--- src/rtl/ata_pio_pkg.sv ---
package ata_pio_pkg;
   typedef enum logic [1:0] {
      PH_IDLE   = 2'd0,
      PH_SETUP  = 2'd1,
      PH_ACTIVE = 2'd2,
      PH_RECOV  = 2'd3
   } pio_phase_e;

   localparam int CFG_ADDR_W     = 2;
   localparam int CFG_ADDR_SETUP = 0;
   localparam int CFG_ADDR_CMD   = 1;
   localparam int CFG_ADDR_DAT0  = 2;
   localparam int NUM_DRV        = 2;
endpackage

--- src/rtl/pio_cnt_decode.sv ---
module pio_cnt_decode #(
   parameter int IN_W  = 3,
   parameter int OUT_W = 5
) (
   input  logic [IN_W-1:0]  field,
   output logic [OUT_W-1:0] count
);
   generate
      if (OUT_W <= IN_W) begin : g_bad
         $error("pio_cnt_decode: OUT_W must exceed IN_W");
      end
   endgenerate

   // zero encodes the largest count, 2**IN_W
   always_comb begin
      if (field == '0) count = OUT_W'(1) << IN_W;
      else             count = {{(OUT_W-IN_W){1'b0}}, field};
   end
endmodule

--- src/rtl/pio_timing_regs.sv ---
module pio_timing_regs
   import ata_pio_pkg::*;
#(
   parameter int DATA_W  = 8,
   parameter int SETUP_W = 3,
   parameter int TIM_W   = 7
) (
   input  logic                    clk,
   input  logic                    rst_n,
   input  logic                    cfg_we,
   input  logic [CFG_ADDR_W-1:0]   cfg_addr,
   input  logic [DATA_W-1:0]       cfg_wdata,
   output logic [SETUP_W-1:0]      setup_q,
   output logic [TIM_W-1:0]        cmd_q,
   output logic [NUM_DRV*TIM_W-1:0] dat_q
);
   generate
      if (TIM_W >= DATA_W || SETUP_W > DATA_W) begin : g_bad
         $error("pio_timing_regs: fields do not fit the write data");
      end
   endgenerate

   logic unused_hi;
   assign unused_hi = ^cfg_wdata[DATA_W-1:TIM_W];

   always_ff @(posedge clk or negedge rst_n) begin
      if (!rst_n) begin
         setup_q <= '0;
         cmd_q   <= '0;
      end else if (cfg_we) begin
         if (cfg_addr == CFG_ADDR_W'(CFG_ADDR_SETUP)) setup_q <= cfg_wdata[SETUP_W-1:0];
         if (cfg_addr == CFG_ADDR_W'(CFG_ADDR_CMD))   cmd_q   <= cfg_wdata[TIM_W-1:0];
      end
   end

   for (genvar d = 0; d < NUM_DRV; d++) begin : g_drv
      always_ff @(posedge clk or negedge rst_n) begin
         if (!rst_n)
            dat_q[d*TIM_W +: TIM_W] <= '0;
         else if (cfg_we && cfg_addr == CFG_ADDR_W'(CFG_ADDR_DAT0 + d))
            dat_q[d*TIM_W +: TIM_W] <= cfg_wdata[TIM_W-1:0];
      end
   end
endmodule

--- src/rtl/pio_cycle_seq.sv ---
module pio_cycle_seq
   import ata_pio_pkg::*;
#(
   parameter int CNT_W = 5
) (
   input  logic             clk,
   input  logic             rst_n,
   input  logic             req_valid,
   input  logic             req_write,
   input  logic [CNT_W-1:0] ld_setup,
   input  logic [CNT_W-1:0] ld_act,
   input  logic [CNT_W-1:0] ld_rec,
   output logic             req_ready,
   output logic             strb_rd,
   output logic             strb_wr,
   output logic             done
);
   pio_phase_e       state;
   logic [CNT_W-1:0] cnt, act_q, rec_q;
   logic             wr_q;
   logic             last;

   assign last      = (cnt == CNT_W'(1));
   assign req_ready = (state == PH_IDLE);
   assign strb_rd   = (state == PH_ACTIVE) && !wr_q;
   assign strb_wr   = (state == PH_ACTIVE) &&  wr_q;

   always_ff @(posedge clk or negedge rst_n) begin
      if (!rst_n) begin
         state <= PH_IDLE;
         cnt   <= '0;
         act_q <= '0;
         rec_q <= '0;
         wr_q  <= 1'b0;
         done  <= 1'b0;
      end else begin
         done <= (state == PH_RECOV) && last;
         case (state)
            PH_IDLE: if (req_valid) begin
               state <= PH_SETUP;
               cnt   <= ld_setup;
               act_q <= ld_act;
               rec_q <= ld_rec;
               wr_q  <= req_write;
            end
            PH_SETUP: if (last) begin
               state <= PH_ACTIVE;
               cnt   <= act_q;
            end else cnt <= cnt - 1'b1;
            PH_ACTIVE: if (last) begin
               state <= PH_RECOV;
               cnt   <= rec_q;
            end else cnt <= cnt - 1'b1;
            default: if (last) state <= PH_IDLE;
                     else      cnt   <= cnt - 1'b1;
         endcase
      end
   end

   p_strobe_excl_r6: assert property (@(posedge clk) disable iff (!rst_n)
      !(strb_rd && strb_wr));
   p_strobe_after_setup_r6: assert property (@(posedge clk) disable iff (!rst_n)
      $rose(strb_rd || strb_wr) |-> $past(state) == PH_SETUP);
   p_strobe_into_recov_r6: assert property (@(posedge clk) disable iff (!rst_n)
      $fell(strb_rd || strb_wr) |-> state == PH_RECOV);
   p_done_pulse_r7: assert property (@(posedge clk) disable iff (!rst_n)
      done |=> !done);
   p_done_ready_r7: assert property (@(posedge clk) disable iff (!rst_n)
      done |-> req_ready);
   p_busy_holds_r8: assert property (@(posedge clk) disable iff (!rst_n)
      (!req_ready && !(state == PH_RECOV && last)) |=> !req_ready);
   p_accept_only_valid_r8: assert property (@(posedge clk) disable iff (!rst_n)
      $fell(req_ready) |-> $past(req_valid));
   p_cnt_live: assert property (@(posedge clk) disable iff (!rst_n)
      (state != PH_IDLE) |-> cnt != '0);
endmodule

--- src/rtl/ata_pio_timer.sv ---
module ata_pio_timer
   import ata_pio_pkg::*;
#(
   parameter int DATA_W  = 8,
   parameter int SETUP_W = 3,
   parameter int ACT_W   = 3,
   parameter int REC_W   = 4
) (
   input  logic                  clk,
   input  logic                  rst_n,
   input  logic                  cfg_we,
   input  logic [CFG_ADDR_W-1:0] cfg_addr,
   input  logic [DATA_W-1:0]     cfg_wdata,
   input  logic                  req_valid,
   output logic                  req_ready,
   input  logic                  req_drive,
   input  logic                  req_write,
   input  logic                  req_data,
   output logic                  strb_rd,
   output logic                  strb_wr,
   output logic                  done
);
   localparam int TIM_W = ACT_W + REC_W;
   localparam int MAX_W = (SETUP_W > ACT_W) ? ((SETUP_W > REC_W) ? SETUP_W : REC_W)
                                            : ((ACT_W > REC_W) ? ACT_W : REC_W);
   localparam int CNT_W = MAX_W + 1;

   generate
      if (SETUP_W < 1 || ACT_W < 1 || REC_W < 1) begin : g_bad
         $error("ata_pio_timer: field widths must be positive");
      end
   endgenerate

   logic [SETUP_W-1:0]       setup_q;
   logic [TIM_W-1:0]         cmd_q, sel_byte;
   logic [NUM_DRV*TIM_W-1:0] dat_q;
   logic [CNT_W-1:0]         n_setup, n_act, n_rec;

   pio_timing_regs #(.DATA_W(DATA_W), .SETUP_W(SETUP_W), .TIM_W(TIM_W)) u_regs (
      .clk(clk), .rst_n(rst_n), .cfg_we(cfg_we), .cfg_addr(cfg_addr),
      .cfg_wdata(cfg_wdata), .setup_q(setup_q), .cmd_q(cmd_q), .dat_q(dat_q));

   // command-block accesses share one byte; data-port accesses use the drive's byte
   always_comb begin
      if (req_data) sel_byte = dat_q[req_drive*TIM_W +: TIM_W];
      else          sel_byte = cmd_q;
   end

   pio_cnt_decode #(.IN_W(SETUP_W), .OUT_W(CNT_W)) u_dec_setup (
      .field(setup_q), .count(n_setup));
   pio_cnt_decode #(.IN_W(ACT_W), .OUT_W(CNT_W)) u_dec_act (
      .field(sel_byte[REC_W +: ACT_W]), .count(n_act));
   pio_cnt_decode #(.IN_W(REC_W), .OUT_W(CNT_W)) u_dec_rec (
      .field(sel_byte[REC_W-1:0]), .count(n_rec));

   pio_cycle_seq #(.CNT_W(CNT_W)) u_seq (
      .clk(clk), .rst_n(rst_n), .req_valid(req_valid), .req_write(req_write),
      .ld_setup(n_setup), .ld_act(n_act), .ld_rec(n_rec),
      .req_ready(req_ready), .strb_rd(strb_rd), .strb_wr(strb_wr), .done(done));

   p_reset_idle_r10: assert property (@(posedge clk) disable iff (!rst_n)
      $rose(rst_n) |-> (req_ready && !done));
endmodule

--- config.mk ---
export PLATFORM = sky130hd
export DESIGN_NAME = ata_pio_timer
export DESIGN_NICKNAME = d
export VERILOG_FILES = /design/src/rtl/ata_pio_pkg.sv /design/src/rtl/pio_cnt_decode.sv /design/src/rtl/pio_timing_regs.sv /design/src/rtl/pio_cycle_seq.sv /design/src/rtl/ata_pio_timer.sv
export SDC_FILE = /design/constraint.sdc
export NUM_CORES = 1
export LEC_CHECK = 0
export ABC_AREA = 1
export BUFFER_PORTS_ARGS = -buffer_cell sky130_fd_sc_hd__buf_2
export CAP_MARGIN = 15
export CORE_UTILIZATION = 39
export CTS_BUF_LIST = sky130_fd_sc_hd__clkbuf_8
export CTS_CLUSTER_SIZE = 8
export DETAILED_ROUTE_END_ITERATION = 8
export MAX_ROUTING_LAYER = met4
export PLACE_DENSITY_LB_ADDON = 0.08
export SLEW_MARGIN = 25
export SYNTH_ARGS = -nofsm -noshare
export SYNTH_HDL_FRONTEND = slang
export SYNTH_HIERARCHICAL = 1
export SYNTH_SLANG_ARGS = --single-unit
--- constraint.sdc ---
create_clock -name clk -period 1.95 [get_ports clk]
set_input_delay 0.39 -clock clk [delete_from_list [all_inputs] [get_ports clk]]
set_output_delay 0.39 -clock clk [all_outputs]
set_load 0.01 [all_outputs]
==> results.cfg, run 1 <==
[finish]
drive_above_1_share_pct = 18.7
final_nets = 366
mostFrequentLayoutCells = nand2_1, dfrtp_1, inv_1, nand4_1, nand3_1
fill_cells = 682
area_growth_pct = 5.94
antenna_cells = 0
final_cells = 420
final_common_cell = nand2_1
design_area_mm2 = 0.00274
postLayoutCoreUtil_pct = 43.0

[sta]
slew_violations = 0
setup_viol = 0
fmax_mhz = 567
rsz0062_at_grt = false
whs_ns = 0.167
worst-slew-pin-transition_ns = 0.564
fin_crit_sh_pct = 90.5
min_period_ns = 1.77
fin_ws_ns = 0.185
finalSetupTns_ns = 0
final_hold_viol_count = 0
finClkSkew_ns = 0.00751
relSlewSlack_pct = 62.4

[min_path]
worstHoldPathType = primary input to asynchronous set/reset pin

[setup_path]
critPathMaxStageDelay_ns = 0.42
start_kind = flip-flop
cpMaxStageDelayCell = dfrtp_1
crit_fanout = 4
arrival_ns = 1.38
reg2reg_from = u_seq/state[0]$_DFFE_PN0P_
cpMostUsedCell = inv_1
path_buf_inv = 3
critPathCaptureType = output pin
required_ns = 1.56
r2r_end = u_seq/rec_q[4]$_DFFE_PN0P_
r2r_slack_ns = 0.24
rr_worst_depth = 4
path_class = flip-flop to output pin
crit_chain = inv_1 > ha_1 > inv_1 > nor2_1 > buf_2
path_delay_family = flip-flops

[synthesis]
syn_inst = 336
ys_top_cells_by_area = dfrtp_1, nand2_1, nand4_1, mux2_2, inv_1
synth_area_mm2 = 0.00259
syn_nets = 360
ys_warn_count = 6
synth_seq_cells = 43
synthXorXnorAreaFrac_pct = 1.01
synth_top_area_share_pct = 41.5
ys_seq_area_share_pct = 41.5
synth_mux_area_share_pct = 4.78
synth_top_family_by_area = simple AND/OR/NAND/NOR gates
yosys.area_share.simple_pct = 35.4
yosysUniqueCellTypes = 26
synth_fa_ha_area_share_pct = 3.38
syn_area_per_cell_um2 = 7.71
synth_area_leader_cell = dfrtp_1
synth_compound_area_share_pct = 1.11

[power]
pwr_density_cell_mw_per_mm2 = 1240
finalPower_mw = 3.40
ir_worst_vdd_uv = 520
p_leak_nw = 1.54

[floorplan]
dieArea_mm2 = 0.00697
pin_count = 21
coreArea_mm2 = 0.00639
chipHeight_um = 83.5
initial_core_util_pct = 40.6
row_count = 29
die_x_um = 83.5

[placed_design]
dp_cells = 412
hpwl_mm = 3.96
globalplace.congestion = 0.822
portBuffers = 19
dp_worst_setup_slack_ns = 0.246
dpl_cell_area_mm2 = 0.00264

[cts]
clk_path_buf_depth = 2
tritoncts = built
cts_made_buffers = 5
cts_hold_buf = 0
clkLatencyLatePin_ns = 0.29
h-tree-depth = 2
cts.sinks = 43
clk_pin_slew_ns = 0.09
clock-root-buffer = clkbuf_8
cts_setup_buffers = 0
cts_resized = 0

[run_status]
status = finished, final reports clean

[grt]
grt-ovfl-total = 0
grt_max_degree = 44
grtUsageTotal_pct = 17.8
grt_pass1_vias = 1977
grt_antenna_before_repair = 0
grt_pass1_wl_mm = 9.50

[route]
drt_first_pass_iters = 4
drc_errors = 0
routed_via_density = 4.70
wire_per_inst_um = 13.1
vias = 1973
drt_iter0_markers = 95
wirelength_mm = 5.52
detail-route-antenna-nets = 0

[job]
drv_cap = 0
[synthesized netlist by cell type (all sizes together)]
cell type	instances
conb	2
clkbuf	11
xor2	1
nand2	142
xnor2	2
nand4	21
buf	12
mux2	11
nor2	14
a21oi	4
dfrtp	43
o21ai	1
ha	7
nand3	23
inv	42
[sequential cells by signal (all words and copies together), names as in the netlist]
name            cells
u_regs/dat_q       14
u_regs/cmd_q        7
u_seq/act_q         5
u_seq/cnt           5
u_seq/rec_q         5
u_regs/setup_q      3
u_seq/state         2
u_seq/done          1
u_seq/wr_q          1
[layout make-up]
cell class / count / area (um^2) / share of cell area [%]
well taps: 77 / 96.3 / 3.51
clock buffers: 7 / 96.3 / 3.51
multi-input cells: 228 / 1190 / 43.4
repair buffers: 22 / 118 / 4.29
inverters: 42 / 163 / 5.93
flip-flops and latches: 43 / 1080 / 39.2
clock inverters: 1 / 3.75 / 0.137
[metal layers]
metal	part of all wire (%)	global-route usage, %	up-vias
met5	0	-	-
met4	0.65	4.62	0
met3	1.8	3.36	2
met2	51	30.2	16
met1	47	22.0	914
li1	-	-	1041
[power breakdown]
group	internal, mW	leakage, nW	switching [mW]
registers	1.16	0.536	0.197
clock network	0.319	0.0557	0.314
logic	0.556	0.943	0.849
[worst max-delay path by stage]
| stage | startpoint | end | slack [ns] | cells past startpoint |
|---|---|---|---|---|
| final | u_seq/state[0]$_DFFE_PN0P_ | strb_rd | 0.18 | 5 |
| after global routing | u_seq/state[0]$_DFFE_PN0P_ | strb_rd | 0.008 | 5 |
| after CTS | u_seq/state[0]$_DFFE_PN0P_ | strb_rd | 0.14 | 5 |
| after detailed placement | u_seq/state[0]$_DFFE_PN0P_ | u_seq/rec_q[4]$_DFFE_PN0P_ | 0.25 | 4 |
| after global placement | u_seq/state[0]$_DFFE_PN0P_ | u_seq/act_q[3]$_DFFE_PN0P_ | 0.26 | 4 |
| after floorplan | u_seq/state[0]$_DFFE_PN0P_ | u_seq/act_q[0]$_DFFE_PN0P_ | 0.43 | 5 |
[logic make-up after synthesis]
group | count (synthesis)
compound gates | 5
xor+xnor | 3
fa+ha+maj | 7
buf+inv | 65
flops | 43
mux | 11
other cells | 2
simple gates | 200
Power figures use the tool's default switching activity.
==> run 2: changes to the inputs <==
==> constraint.sdc (replaced) <==
create_clock -name clk -period 1.48 [get_ports clk]
set_input_delay 0.296 -clock clk [delete_from_list [all_inputs] [get_ports clk]]
set_output_delay 0.296 -clock clk [all_outputs]
set_load 0.01 [all_outputs]
==> run 2 against run 1 <==
  * The run now ends with negative setup slack left
  * Register-to-register slack got worse by 0.22 ns
  * Sequential cell count did not move
  * Non-clock buffer count rose by 19
  * Hold slack improved by 0.060 ns
  * Highest routed layer unchanged
==> results.cfg, run 2 (synthesis results as in run 1) <==
[run_status]
status = finished, violations left
violations = negative setup slack

[floorplan]
pin_count = 21
die_x_um = 83.5
chipHeight_um = 83.5
coreArea_mm2 = 0.00639
initial_core_util_pct = 40.6
row_count = 29
dieArea_mm2 = 0.00697

[sta]
min_period_ns = 1.52
slew_violations = 0
fmax_mhz = 657
fin_crit_sh_pct = 103
final_hold_viol_count = 0
rsz0062_at_grt = true
setup_viol = 2
finClkSkew_ns = 0.00745
fin_ws_ns = -0.0412

[cts]
cts.sinks = 43
clock-root-buffer = clkbuf_8
h-tree-depth = 2
clk_pin_slew_ns = 0.08
tritoncts = built
cts_made_buffers = 5
clk_path_buf_depth = 2
clkLatencyLatePin_ns = 0.29

[finish]
top_register = u_regs/dat_q
fill_cells = 693
final_common_cell = nand2_1
drive_above_1_share_pct = 27.7
final_nets = 385
largest_reg_flops = 14
area_growth_pct = 18.6
reg_top3 = u_regs/dat_q: 14 flops, u_regs/cmd_q: 7 flops
antenna_cells = 0
design_area_mm2 = 0.00307
mostFrequentLayoutCells = nand2_1, dfrtp_1, inv_1, nand4_1, nand3_1

[route]
drc_errors = 0
wirelength_mm = 5.73
detail-route-antenna-nets = 0
routed_via_density = 4.70
wire_per_inst_um = 13.1
vias = 2059
drt_iter0_markers = 50
drt_first_pass_iters = 4

[grt]
grt_max_degree = 44
grtUsageMet3_pct = 3.26
met1_usage_pct = 21.9
grt-ovfl-total = 0
grtUsageTotal_pct = 18.5
grt.busiest_layer = met2
grt_antenna_before_repair = 0
grt_pass1_wl_mm = 9.89
grt_use_met2_pct = 32.6
grt_pass1_vias = 2096

[power]
finalPower_mw = 5.10
p_leak_nw = 1.67
ir_worst_vdd_uv = 1030
pwr_density_cell_mw_per_mm2 = 1660

[setup_path]
required_ns = 1.18
critPathCaptureType = output pin
path_class = flip-flop to output pin
start_kind = flip-flop
crit_fanout = 3
arrival_ns = 1.23

[placed_design]
hpwl_mm = 3.96
portBuffers = 19
dpl_cell_area_mm2 = 0.00273
dp_worst_setup_slack_ns = 0.0397
globalplace.congestion = 0.811

[min_path]
worstHoldPathType = primary input to flip-flop

[job]
drv_cap = 0
## run 2: path summary, 6_finish.rpt
check | startpoint | to | slack, ns | cells after the start
max in group asynchronous | rst_n | u_seq/rec_q[3]$_DFFE_PN0P_ | 0.75 | 3
max reg2reg | u_seq/state[1]$_DFFE_PN0P_ | u_seq/cnt[0]$_DFFE_PN0P_ | 0.02 | 11
min reg2reg | u_regs/dat_q[3]$_DFFE_PN0P_ | u_regs/dat_q[3]$_DFFE_PN0P_ | 0.47 | 2
min | req_write | u_seq/wr_q$_DFFE_PN0P_ | 0.23 | 2
min in group asynchronous | rst_n | u_seq/cnt[4]$_DFFE_PN0P_ | 0.52 | 3
max | u_seq/state[0]$_DFFE_PN0P_ | strb_wr | -0.04 | 6
## run 2: power by group
| part | internal, mW | total, mW | switching [mW] |
|---|---|---|---|
| registers | 1.53 | 1.80 | 0.271 |
| logic | 1.19 | 2.54 | 1.35 |
| clock network | 0.367 | 0.761 | 0.395 |
## run 2: what timing repair did
action / in CTS / in global routing
endpoints found under the hold margin: 43 / 0
pin swaps: 2 / 4
gates resized for setup: 11 / 25
setup endpoints to repair: 3 / 20
hold buffers: 1 / 0
setup buffers: 6 / 5
cloned: 0 / 1
## run 2: critical path, cell delays in order, from the launching register on
cell     delay (ns)
dfrtp_1        0.40
inv_2          0.11
ha_4           0.15
buf_6          0.10
nand2_4        0.04
inv_2          0.05
buf_6          0.09
## run 2: per-stage QoR
step | setup TNS [ns] | std cells | util [%] | hold slack (ns)
after global placement | 0 | 418 | 42.7 | 0.297
after detailed placement | 0 | 418 | 42.7 | 0.295
after global routing | -0.649 | 438 | 48.1 | 0.225
final | -0.0632 | 438 | 48.1 | 0.228
after CTS | -0.285 | 432 | 45.7 | 0.219
after floorplan | 0 | 336 | - | 0.000409
## run 2: cell type report
| cell class | instances | area [um^2] | share of cell area, % |
|---|---|---|---|
| Timing Repair Buffer | 41 | 342 | 11.1 |
| Tap cell | 77 | 96.3 | 3.14 |
| Clock inverter | 1 | 5.00 | 0.163 |
| Multi-Input combinational cell | 228 | 1300 | 42.4 |
| Sequential cell | 43 | 1080 | 35.0 |
| Inverter | 42 | 168 | 5.46 |
| Clock buffer | 6 | 82.6 | 2.69 |
## run 2: per-layer routing
metal  vias to the layer above  part of all wire, %
li1                       1079                    -
met1                       958                   45
met2                        18                   52
met3                         4                  1.8
met4                         0                 0.66
met5                         -                    0
==> run 3: changes to the inputs <==
--- a/config.mk
+++ b/config.mk
@@ -8,11 +8,10 @@
 export ABC_AREA = 1
 export BUFFER_PORTS_ARGS = -buffer_cell sky130_fd_sc_hd__buf_2
 export CAP_MARGIN = 15
-export CORE_UTILIZATION = 39
+export CORE_UTILIZATION = 50
 export CTS_BUF_LIST = sky130_fd_sc_hd__clkbuf_8
-export CTS_CLUSTER_SIZE = 8
+export CTS_CLUSTER_SIZE = 28
 export DETAILED_ROUTE_END_ITERATION = 8
-export MAX_ROUTING_LAYER = met4
 export PLACE_DENSITY_LB_ADDON = 0.08
 export SLEW_MARGIN = 25
 export SYNTH_ARGS = -nofsm -noshare
==> run 3 against run 2 <==
  * The flow now finishes without violations
  * First-iteration DRC count is 44% higher
  * Via count is 0.73% lower
  * Sequential cell count stayed put
  * Total power is 4.1% lower
  * Sequential share of layout area is 2.1 points higher
  * Cell count is 3.7% lower
  * Critical endpoint is now u_seq/cnt[3]$_DFFE_PN0P_
==> results.cfg, run 3 (synthesis results as in run 1) <==
[run_status]
status = finished, final reports clean

[placed_design]
hpwl_mm = 3.79
dp_cells = 407
dpl_cell_area_mm2 = 0.00270
globalplace.congestion = 0.799
dp_worst_setup_slack_ns = -0.00601
portBuffers = 19

[floorplan]
die_x_um = 74.0
pin_count = 21
coreArea_mm2 = 0.00485
initial_core_util_pct = 53.4
row_count = 25
chipHeight_um = 74.0
dieArea_mm2 = 0.00547

[route]
wirelength_mm = 5.12
routed_via_density = 4.84
drt_first_pass_iters = 4
vias = 2044
wire_per_inst_um = 12.1
detail-route-antenna-nets = 0
drc_errors = 0
drt_iter0_markers = 72

[sta]
fin_crit_sh_pct = 99.5
rsz0062_at_grt = true
final_hold_viol_count = 0
whs_ns = 0.231
min_period_ns = 1.47
finClkSkew_ns = 0.00514
fmax_mhz = 679
fin_ws_ns = 0.00719
slew_violations = 0
setup_viol = 0

[power]
pwr_density_cell_mw_per_mm2 = 1680
finalPower_mw = 4.89
ir_worst_vdd_uv = 625
p_leak_nw = 1.60

[grt]
grt_pass1_vias = 2020
grt_pass1_wl_mm = 8.85
grt_max_degree = 19
grt_antenna_before_repair = 0
grtUsageTotal_pct = 21.4
grt-ovfl-total = 0

[finish]
reg_top3 = u_regs/dat_q: 14 flops, u_regs/cmd_q: 7 flops
design_area_mm2 = 0.00291
area_growth_pct = 12.3
top_register = u_regs/dat_q
final_nets = 378
mostFrequentLayoutCells = nand2_1, dfrtp_1, inv_1, nand4_1, nand3_1
final_cells = 422
largest_reg_flops = 14
final_common_cell = nand2_1
fill_cells = 463
antenna_cells = 0
drive_above_1_share_pct = 25.4

[setup_path]
path_class = flip-flop to flip-flop
required_ns = 1.67
crit_fanout = 8
start_kind = flip-flop
critPathCaptureType = flip-flop
arrival_ns = 1.66

[cts]
cts.sinks = 43
clkLatencyLatePin_ns = 0.29
tritoncts = built
clock-root-buffer = clkbuf_8
cts_made_buffers = 5
h-tree-depth = 2
clk_path_buf_depth = 2
clk_pin_slew_ns = 0.08

[min_path]
worstHoldPathType = primary input to flip-flop

[job]
drv_cap = 0
run 3: cell types whose count changed in the layout (fill, tap and decap cells not counted), sizes merged:
cell	change
buf	-6
bufinv	+1
clkbuf	-1
run 3: cell type report:
type,count,area (um^2),area share (%)
inverters,42,165,5.68
well taps,67,83.8,2.88
multi-input cells,228,1230,42.2
repair buffers,34,235,8.09
clock buffers,6,82.6,2.84
flip-flops and latches,43,1080,37.1
clock inverters,2,35.0,1.20
run 3: report_power, final:
| part | switching [mW] | leakage [nW] | internal, mW |
|---|---|---|---|
| Combinational | 1.18 | 1.00 | 0.954 |
| Sequential | 0.269 | 0.534 | 1.54 |
| Clock | 0.406 | 0.0612 | 0.546 |
run 3: final timing paths:
check,depth (start not counted),startpoint,endpoint,slack [ns]
worst max-delay path,11,u_seq/cnt[1]$_DFFE_PN0P_,u_seq/cnt[3]$_DFFE_PN0P_,0.007
worst min-delay path,2,req_write,u_seq/wr_q$_DFFE_PN0P_,0.23
worst max register to register,11,u_seq/cnt[1]$_DFFE_PN0P_,u_seq/cnt[3]$_DFFE_PN0P_,0.007
worst min register to register,2,u_regs/cmd_q[2]$_DFFE_PN0P_,u_regs/cmd_q[2]$_DFFE_PN0P_,0.48
max in group asynchronous,3,rst_n,u_regs/dat_q[7]$_DFFE_PN0P_,0.49
min in group asynchronous,2,rst_n,u_seq/done$_DFF_PN0_,0.46
run 3: metrics by stage:
stage / TNS [ns] / util [%]
6_report: 0 / 60.0
3_3_place_gp: 0 / 55.6
2_1_floorplan: 0 / -
5_1_grt: -0.499 / 60.0
3_5_place_dp: -0.00708 / 55.6
4_1_cts: -0.0357 / 58.8
run 3: metal layers:
| layer | global-route usage [%] | vias to the layer above | part of all wire [%] | routed length (um) |
|---|---|---|---|---|
| met5 | 0 | - | 0 | 0 |
| met4 | 6.41 | 0 | 0.92 | 47 |
| met3 | 3.66 | 5 | 3.2 | 164 |
| met2 | 40.1 | 33 | 53 | 2710 |
| met1 | 24.7 | 941 | 43 | 2200 |
| li1 | - | 1065 | - | - |
run 3: critical path, cell delays in order (launching register included):
cell and delay [ns]:
dfrtp_1 0.40, inv_2 0.10, ha_4 0.14, inv_2 0.04, nor2_4 0.13, nand2_4 0.10
nor2_4 0.12, nand2_2 0.07, nand2_4 0.12, inv_4 0.05, nand2_1 0.06, nand2_1 0.05
run 3: what timing repair did:
action                     4_1_cts  5_1_grt
hold endpoints to repair        14        0
setup endpoints to repair        7       20
resized for setup                3       13
gates cloned                     0        0
buffers inserted                 2        4
hold buffers                     1        0
pin swaps                        0       11
